### src/rtl/irq_coal_pkg.sv
package irq_coal_pkg;
    localparam int NUM_SRC      = 10;
    localparam int REG_W        = 16;
    localparam int ADDR_W       = 2;
    localparam int THR_W        = 3;
    localparam int TMO_W        = 4;
    localparam int NORM_STROBES = 512;
    localparam int LONG_STROBES = 8192;
    localparam int RX_DONE_BIT  = 0;
    localparam int TX_DONE_BIT  = 4;

    localparam logic [ADDR_W-1:0] ADDR_STATUS  = 2'd0;
    localparam logic [ADDR_W-1:0] ADDR_MASK    = 2'd1;
    localparam logic [ADDR_W-1:0] ADDR_CONTROL = 2'd2;

    localparam logic [REG_W-1:0] CONTROL_RESET = 16'h1010;
endpackage

### src/rtl/irq_coal_timer.sv
module irq_coal_timer #(
    parameter int NORM_LEN = 512,
    parameter int LONG_LEN = 8192,
    parameter int TMO_W    = 4
) (
    input  logic             clk_i,
    input  logic             rst_ni,
    input  logic             run_i,
    input  logic             restart_i,
    input  logic             stb_i,
    input  logic             long_i,
    input  logic [TMO_W-1:0] tmo_i,
    output logic             expire_o
);
    localparam int CNT_W = $clog2(LONG_LEN);

    typedef struct packed {
        logic [CNT_W-1:0] bits;
        logic [TMO_W-1:0] cyc;
    } tstate_t;

    tstate_t st_d, st_q;
    logic    last_bit;

    always_comb begin
        st_d     = st_q;
        last_bit = long_i ? (st_q.bits == CNT_W'(LONG_LEN - 1))
                          : (st_q.bits == CNT_W'(NORM_LEN - 1));
        expire_o = run_i && stb_i && (tmo_i != '0) && last_bit
                   && (st_q.cyc == tmo_i - TMO_W'(1));
        if (!run_i || restart_i) begin
            st_d = '0;
        end else if (stb_i) begin
            if (last_bit) begin
                st_d.bits = '0;
                st_d.cyc  = st_q.cyc + TMO_W'(1);
            end else begin
                st_d.bits = st_q.bits + CNT_W'(1);
            end
        end
    end

    always_ff @(posedge clk_i) begin
        if (!rst_ni) st_q <= '0;
        else         st_q <= st_d;
    end

    // a strobe while running moves the timer
    assert_strobe_advances_R9: assert property (@(posedge clk_i) disable iff (!rst_ni)
        (run_i && stb_i && !restart_i) |=> (st_q != $past(st_q)));

    // no strobe, no progress
    assert_hold_without_strobe_R9: assert property (@(posedge clk_i) disable iff (!rst_ni)
        (run_i && !stb_i && !restart_i) |=> $stable(st_q));
endmodule

### src/rtl/irq_coal_path.sv
module irq_coal_path #(
    parameter int THR_W    = 3,
    parameter int TMO_W    = 4,
    parameter int NORM_LEN = 512,
    parameter int LONG_LEN = 8192
) (
    input  logic             clk_i,
    input  logic             rst_ni,
    input  logic             evt_i,
    input  logic             stb_i,
    input  logic [THR_W-1:0] thr_i,
    input  logic [TMO_W-1:0] tmo_i,
    input  logic             long_i,
    output logic             set_o
);
    logic [THR_W-1:0] pending_d, pending_q;
    logic [THR_W:0]   sum;
    logic [THR_W-1:0] thr_eff;
    logic             hit;
    logic             expire;

    irq_coal_timer #(
        .NORM_LEN (NORM_LEN),
        .LONG_LEN (LONG_LEN),
        .TMO_W    (TMO_W)
    ) timer_i (
        .clk_i     (clk_i),
        .rst_ni    (rst_ni),
        .run_i     (pending_q != '0),
        .restart_i (set_o),
        .stb_i     (stb_i),
        .long_i    (long_i),
        .tmo_i     (tmo_i),
        .expire_o  (expire)
    );

    always_comb begin
        thr_eff   = (thr_i == '0) ? THR_W'(1) : thr_i;
        sum       = {1'b0, pending_q} + (THR_W + 1)'(evt_i);
        hit       = sum >= {1'b0, thr_eff};
        set_o     = hit || expire;
        pending_d = set_o ? '0 : sum[THR_W-1:0];
    end

    always_ff @(posedge clk_i) begin
        if (!rst_ni) pending_q <= '0;
        else         pending_q <= pending_d;
    end

    // a report empties the batch
    assert_report_empties_batch_R5: assert property (@(posedge clk_i) disable iff (!rst_ni)
        set_o |=> (pending_q == '0));

    // the timer never reports an empty path
    assert_idle_no_report_R7: assert property (@(posedge clk_i) disable iff (!rst_ni)
        (pending_q == '0 && !evt_i) |-> !set_o);
endmodule

### src/rtl/irq_coalescer.sv
module irq_coalescer
    import irq_coal_pkg::*;
#(
    parameter int NUM_SRC_P = NUM_SRC,
    parameter int REG_W_P   = REG_W
) (
    input  logic                 clk_i,
    input  logic                 rst_ni,
    input  logic [NUM_SRC_P-1:0] evt_i,
    input  logic                 bit_stb_i,
    input  logic                 reg_we_i,
    input  logic [ADDR_W-1:0]    reg_addr_i,
    input  logic [REG_W_P-1:0]   reg_wdata_i,
    output logic [REG_W_P-1:0]   reg_rdata_o,
    output logic                 irq_o
);
    localparam int CFG_W  = 1 + THR_W + TMO_W;
    localparam int NPATH  = 2;
    localparam logic [NUM_SRC_P-1:0] COAL_MASK =
        (NUM_SRC_P'(1) << RX_DONE_BIT) | (NUM_SRC_P'(1) << TX_DONE_BIT);
    localparam logic [NUM_SRC_P-1:0] DIRECT_MASK = ~COAL_MASK;

    typedef struct packed {
        logic [NUM_SRC_P-1:0] status;
        logic [NUM_SRC_P-1:0] mask;
        logic [REG_W_P-1:0]   ctrl;
    } regs_t;

    regs_t                r_d, r_q;
    logic [NPATH-1:0]     path_evt;
    logic [NPATH-1:0]     path_set;
    logic [NUM_SRC_P-1:0] coal_set;
    logic [NUM_SRC_P-1:0] clr;

    assign path_evt[0] = evt_i[RX_DONE_BIT];
    assign path_evt[1] = evt_i[TX_DONE_BIT];

    for (genvar p = 0; p < NPATH; p++) begin : g_path
        irq_coal_path #(
            .THR_W    (THR_W),
            .TMO_W    (TMO_W),
            .NORM_LEN (NORM_STROBES),
            .LONG_LEN (LONG_STROBES)
        ) path_i (
            .clk_i  (clk_i),
            .rst_ni (rst_ni),
            .evt_i  (path_evt[p]),
            .stb_i  (bit_stb_i),
            .thr_i  (r_q.ctrl[p*CFG_W + TMO_W +: THR_W]),
            .tmo_i  (r_q.ctrl[p*CFG_W +: TMO_W]),
            .long_i (r_q.ctrl[p*CFG_W + CFG_W - 1]),
            .set_o  (path_set[p])
        );
    end

    always_comb begin
        r_d                   = r_q;
        coal_set              = '0;
        coal_set[RX_DONE_BIT] = path_set[0];
        coal_set[TX_DONE_BIT] = path_set[1];
        clr = (reg_we_i && reg_addr_i == ADDR_STATUS) ? reg_wdata_i[NUM_SRC_P-1:0] : '0;
        r_d.status = (r_q.status & ~clr) | (evt_i & DIRECT_MASK) | coal_set;
        if (reg_we_i && reg_addr_i == ADDR_MASK)    r_d.mask = reg_wdata_i[NUM_SRC_P-1:0];
        if (reg_we_i && reg_addr_i == ADDR_CONTROL) r_d.ctrl = reg_wdata_i;

        case (reg_addr_i)
            ADDR_STATUS:  reg_rdata_o = REG_W_P'(r_q.status);
            ADDR_MASK:    reg_rdata_o = REG_W_P'(r_q.mask);
            ADDR_CONTROL: reg_rdata_o = r_q.ctrl;
            default:      reg_rdata_o = '0;
        endcase
        irq_o = |(r_q.status & r_q.mask);
    end

    always_ff @(posedge clk_i) begin
        if (!rst_ni) begin
            r_q.status <= '0;
            r_q.mask   <= '0;
            r_q.ctrl   <= CONTROL_RESET;
        end else begin
            r_q <= r_d;
        end
    end

    // a direct event is captured at the next edge
    assert_direct_capture_R2: assert property (@(posedge clk_i) disable iff (!rst_ni)
        ((evt_i & DIRECT_MASK) != '0) |=>
        ((r_q.status & $past(evt_i & DIRECT_MASK)) == $past(evt_i & DIRECT_MASK)));

    // a write-one clear without a competing event takes effect
    assert_clear_applies_R3: assert property (@(posedge clk_i) disable iff (!rst_ni)
        (reg_we_i && reg_addr_i == ADDR_STATUS
         && ((reg_wdata_i[NUM_SRC_P-1:0] & DIRECT_MASK & ~evt_i) != '0)) |=>
        ((r_q.status & $past(reg_wdata_i[NUM_SRC_P-1:0] & DIRECT_MASK & ~evt_i)) == '0));

    // an unmasked direct event raises the line
    assert_unmasked_event_raises_R4: assert property (@(posedge clk_i) disable iff (!rst_ni)
        (((evt_i & r_q.mask & DIRECT_MASK) != '0)
         && !(reg_we_i && reg_addr_i == ADDR_MASK)) |=> irq_o);

    // nothing unmasked, no interrupt
    assert_mask_blocks_R4: assert property (@(posedge clk_i) disable iff (!rst_ni)
        (r_q.mask == '0) |-> !irq_o);
endmodule

### config.mk
export PLATFORM = sky130hd
export DESIGN_NAME = irq_coalescer
export DESIGN_NICKNAME = d
export VERILOG_FILES = /design/src/rtl/irq_coal_pkg.sv /design/src/rtl/irq_coal_timer.sv /design/src/rtl/irq_coal_path.sv /design/src/rtl/irq_coalescer.sv
export SDC_FILE = /design/constraint.sdc
export NUM_CORES = 1
export LEC_CHECK = 0
export BUFFER_PORTS_ARGS = -buffer_cell sky130_fd_sc_hd__buf_4
export CORE_ASPECT_RATIO = 0.9
export CORE_UTILIZATION = 62
export CTS_CLUSTER_DIAMETER = 40
export CTS_CLUSTER_SIZE = 30
export DETAILED_ROUTE_END_ITERATION = 10
export GPL_ROUTABILITY_DRIVEN = 0
export PLACE_DENSITY = 0.86
export SLEW_MARGIN = 10
export SYNTH_ARGS = -nofsm -noshare
export SYNTH_HDL_FRONTEND = slang
export SYNTH_SLANG_ARGS = --single-unit
### constraint.sdc
create_clock -name clk_i -period 4.3 [get_ports clk_i]
set_clock_uncertainty 0.15 [all_clocks]
set_input_delay 0.215 -clock clk_i [delete_from_list [all_inputs] [get_ports clk_i]]
set_output_delay 0.215 -clock clk_i [all_outputs]
set_load 0.05 [all_outputs]
==> key figures <==
Status
  • Status: finished with violations
  • Failing checks: DRC

STA
  • Clock period minus worst slack: 2.58 ns
  • Crit share post-route: 60.1%
  • Setup Viol. Count Final: 0
  • Hold slack: about 0.053 ns
  • Final Hold Viols: 0
  • Slew @ Worst Pin: about 0.8 ns
  • F_max: about 0.39 GHz
  • Setup Total Neg Slack: 0 ns
  • Max_slew headroom: a little under half
  • RSZ-0062 raised after global routing: false
  • Slew Limit Fails: 0

Layout
  • Finished Layout Cells: roughly 600
  • Fin util: a little over 80%
  • P&R area growth vs syn: 23.2%
  • Layout cell share with drive strength beyond 1: a little over an eighth
  • Antenna Cells: 0
  • # nets final: 576

Clock network
  • CTS sink count: 76
  • Cell at the root of the clock tree: clkbuf_8
  • H-tree depth: 3
  • CTS Buffer Depth: 2
  • CTS tree: done
  • Post-CTS setup buffers: 0
  • Latest clock arrival within the worst-skew pair: 0.34 ns
  • Clock Pin Slew Worst Setup and Hold Paths: approximately 0.070 ns
  • Num CTS Buffers: 9

Job
  • Max_cap viols: 0

Yosys
  • Post-Synth Simple-Gate Area: a little over a quarter
  • Flops & latches, synth: 76
  • Sequential share of the synthesized area: between 40% and 50%
  • Synth Area in Compound Gates: between 10% and 20%
  • Mapped Area: ~0.0038 sq mm
  • Synth Instances: 454
  • Synth Warn #: 0
  • Netlist cell types: 42
  • XOR/XNOR share of the synthesized area: about 8.4%
  • Syn_nets: around 500
  • Mux share of post-synthesis cell area: 5.31%
  • Largest family of logic cells by synthesized area: simple AND/OR/NAND/NOR gates
  • Avg Cell Area, Syn: 8.30 sq um
  • Post-Synth Adder-Cell Area: 5.31%

Setup path
  • Worst Setup End Kind: flop
  • Worst path arrival time: 2.71 ns
  • Crit path required time: 4.42 ns
  • Largest fanout on the critical path: 9
  • Setup CP Type: reg -> reg
  • Worst Setup Start Kind: flop

Global routing
  • M3 GR Usage: between 6 and 7%
  • First-pass GRT wire length: 14900 microns
  • Met2 usage: between 50 and 60%
  • Initial antenna violation count: 0
  • Gr usage total: 29.0%
  • Grt met1 use: 33.4%
  • Vias in the first global route: about 3400
  • Top Usage Layer GRT: met2
  • Largest net degree at the start of global routing: 38
  • Remaining global-route overflow: 0

Routing
  • Routed Wire Length: 8710 microns
  • Final ANT Viol Nets: 0
  • Vias per cell: 5.67
  • Iteration-0 DRC Markers: between 150 and 200
  • Average wire per standard cell: approximately 14 microns
  • DR pass1 iterations: 7
  • Via count: 3411
  • # DRC: 6

Floorplan
  • Die Span Y: around 76 microns
  • Starting Density: between 60% and 70%
  • Core area: 0.00576 sq mm
  • # rows: 26
  • Die area: ~0.0064 sq mm
  • Die Width: 84.2 microns
  • I/O pin cnt: 49

Power
  • Leak: between 1.5 and 2 nW
  • Internal Pwr Total: about 1.1 mW
  • Flop pwr share: 50.0%
  • Power density cells: roughly 320 mW/mm^2
  • Comb pwr share: 13.3%
  • Switch share: 25.3%
  • Peak VDD IR: between 200 and 300 uV
  • Sw power: 0.375 mW
  • Clock Power Share: between 30 and 40%

Placed design
  • Port bufs: 48
  • DP Wirelength: 5680 microns
  • Inst Count DP: 560

Min path
  • Worst hold path type: in -> reg
==> metrics by stage <==
step / worst slack, ns / total power, mW / area [sq um]
after floorplan: 1.96 / 0.866 / 3770
after global placement: 1.79 / 0.922 / 4170
after detailed placement: 1.68 / 0.928 / 4170
after CTS: 1.71 / 1.48 / 4640
after global routing: 1.56 / 1.54 / 4640
final: 1.72 / 1.48 / 4640
==> cell usage after synthesis, drive strengths merged <==
cell type,instances,share of area [%]
nand4,7,1.3
and3,6,1.0
nand4b,3,0.70
xor2,19,4.4
nand3b,5,1.0
nor2,51,5.1
a21oi,36,4.8
or4,1,0.20
dfxtp,76,40
o21bai,3,0.60
and4,2,0.46
buf,3,0.37
a221oi,1,0.23
xnor2,17,4.0
or3,2,0.33
a31oi,4,0.66
nor4,2,0.50
and2,20,3.3
nand2b,4,0.66
a22o,1,0.23
clkbuf,10,1.0
o21a,2,0.40
o21ai,18,2.5
o22ai,1,0.33
inv,11,1.1
nor3b,5,1.1
nor3,7,0.93
nor2b,5,0.83
mux2i,20,5.3
a22oi,5,1.0
nand3,18,2.5
ha,16,5.3
a2bb2o,1,0.27
nand2,72,7.2
==> state kept, by name, summed over array words and instances, names as in the netlist <==
register and count:
r_q 36, g_path.path_i.timer_i.st_q 34, g_path.path_i.pending_q 6
==> layout make-up <==
class	count	area [sq um]
multi-input cells	354	2150
flip-flops and latches	76	1520
fillers	344	1110
repair buffers	76	638
clock buffers	11	151
well taps	70	87.6
clock inverters	4	48.8
inverters	11	41.3
==> power groups by stage <==
stage          Clock (mW)  Combinational, mW  Sequential [mW]
2_1_floorplan           0              0.115            0.750
3_3_place_gp            0              0.168            0.754
3_5_place_dp            0              0.173            0.755
4_1_cts             0.552              0.193            0.739
5_1_grt             0.579              0.214            0.742
6_report            0.544              0.197            0.740
==> cells in the final DEF (no fill, tap or decap), types with 2 or more instances in the layout <==
master,count
nor2_1,51
nand3b_1,5
and2_1,20
ha_1,16
nand4_1,6
nor3b_1,4
a31oi_1,4
dlygate4sd3_1,27
nor3_1,7
inv_1,10
buf_4,49
clkbuf_8,11
nand4b_1,3
and4_1,2
nor2b_1,5
o21bai_1,3
xor2_1,19
xnor2_1,17
a22oi_1,5
dfxtp_1,76
and3_1,5
nand3_1,17
o21a_1,2
mux2i_1,20
a21oi_1,36
clkinv_2,2
nand2_1,72
or3_1,2
o21ai_0,17
nand2b_1,4
==> layer usage <==
metal | part of all wire (%) | up-vias
met2 | 51 | 86
met1 | 42 | 1605
met5 | 0 | -
met4 | 1.6 | 0
li1 | - | 1702
met3 | 5.1 | 18
==> cell families after synthesis <==
logic type	Yosys count
muxes	20
DFF	76
buffers and inverters	24
and+or+nand+nor	210
AOI/OAI and AO/OA	72
adders and majority gates	16
xor gates and xnor gates	36
==> final timing paths <==
path                                      start                                to  slack (ns)  cells after the start
setup reg to reg  g_path[1].path_i.pending_q[0]  g_path[1].path_i.timer_i.st_q[5]        1.72                      9
setup / recovery  g_path[1].path_i.pending_q[0]  g_path[1].path_i.timer_i.st_q[5]        1.72                      9
hold reg to reg                          r_q[1]                            r_q[1]        0.35                      2
hold / removal                        bit_stb_i  g_path[1].path_i.timer_i.st_q[5]        0.05                      3
==> repair_timing <==
action                    4_1_cts  5_1_grt
hold buffers                   27        0
hold endpoints to repair       35        0
gates resized for setup         0        0
==> worst max-delay path, cell delays in order (launching register included) <==
cell and delay [ns]:
dfxtp_1 0.32, ha_1 0.20, ha_1 0.20, xor2_1 0.18
ha_1 0.31, o21ai_0 0.07, o21ai_0 0.16, or3_1 0.53
o21bai_1 0.28, a21oi_1 0.14
(Power assumes the default switching activity.)
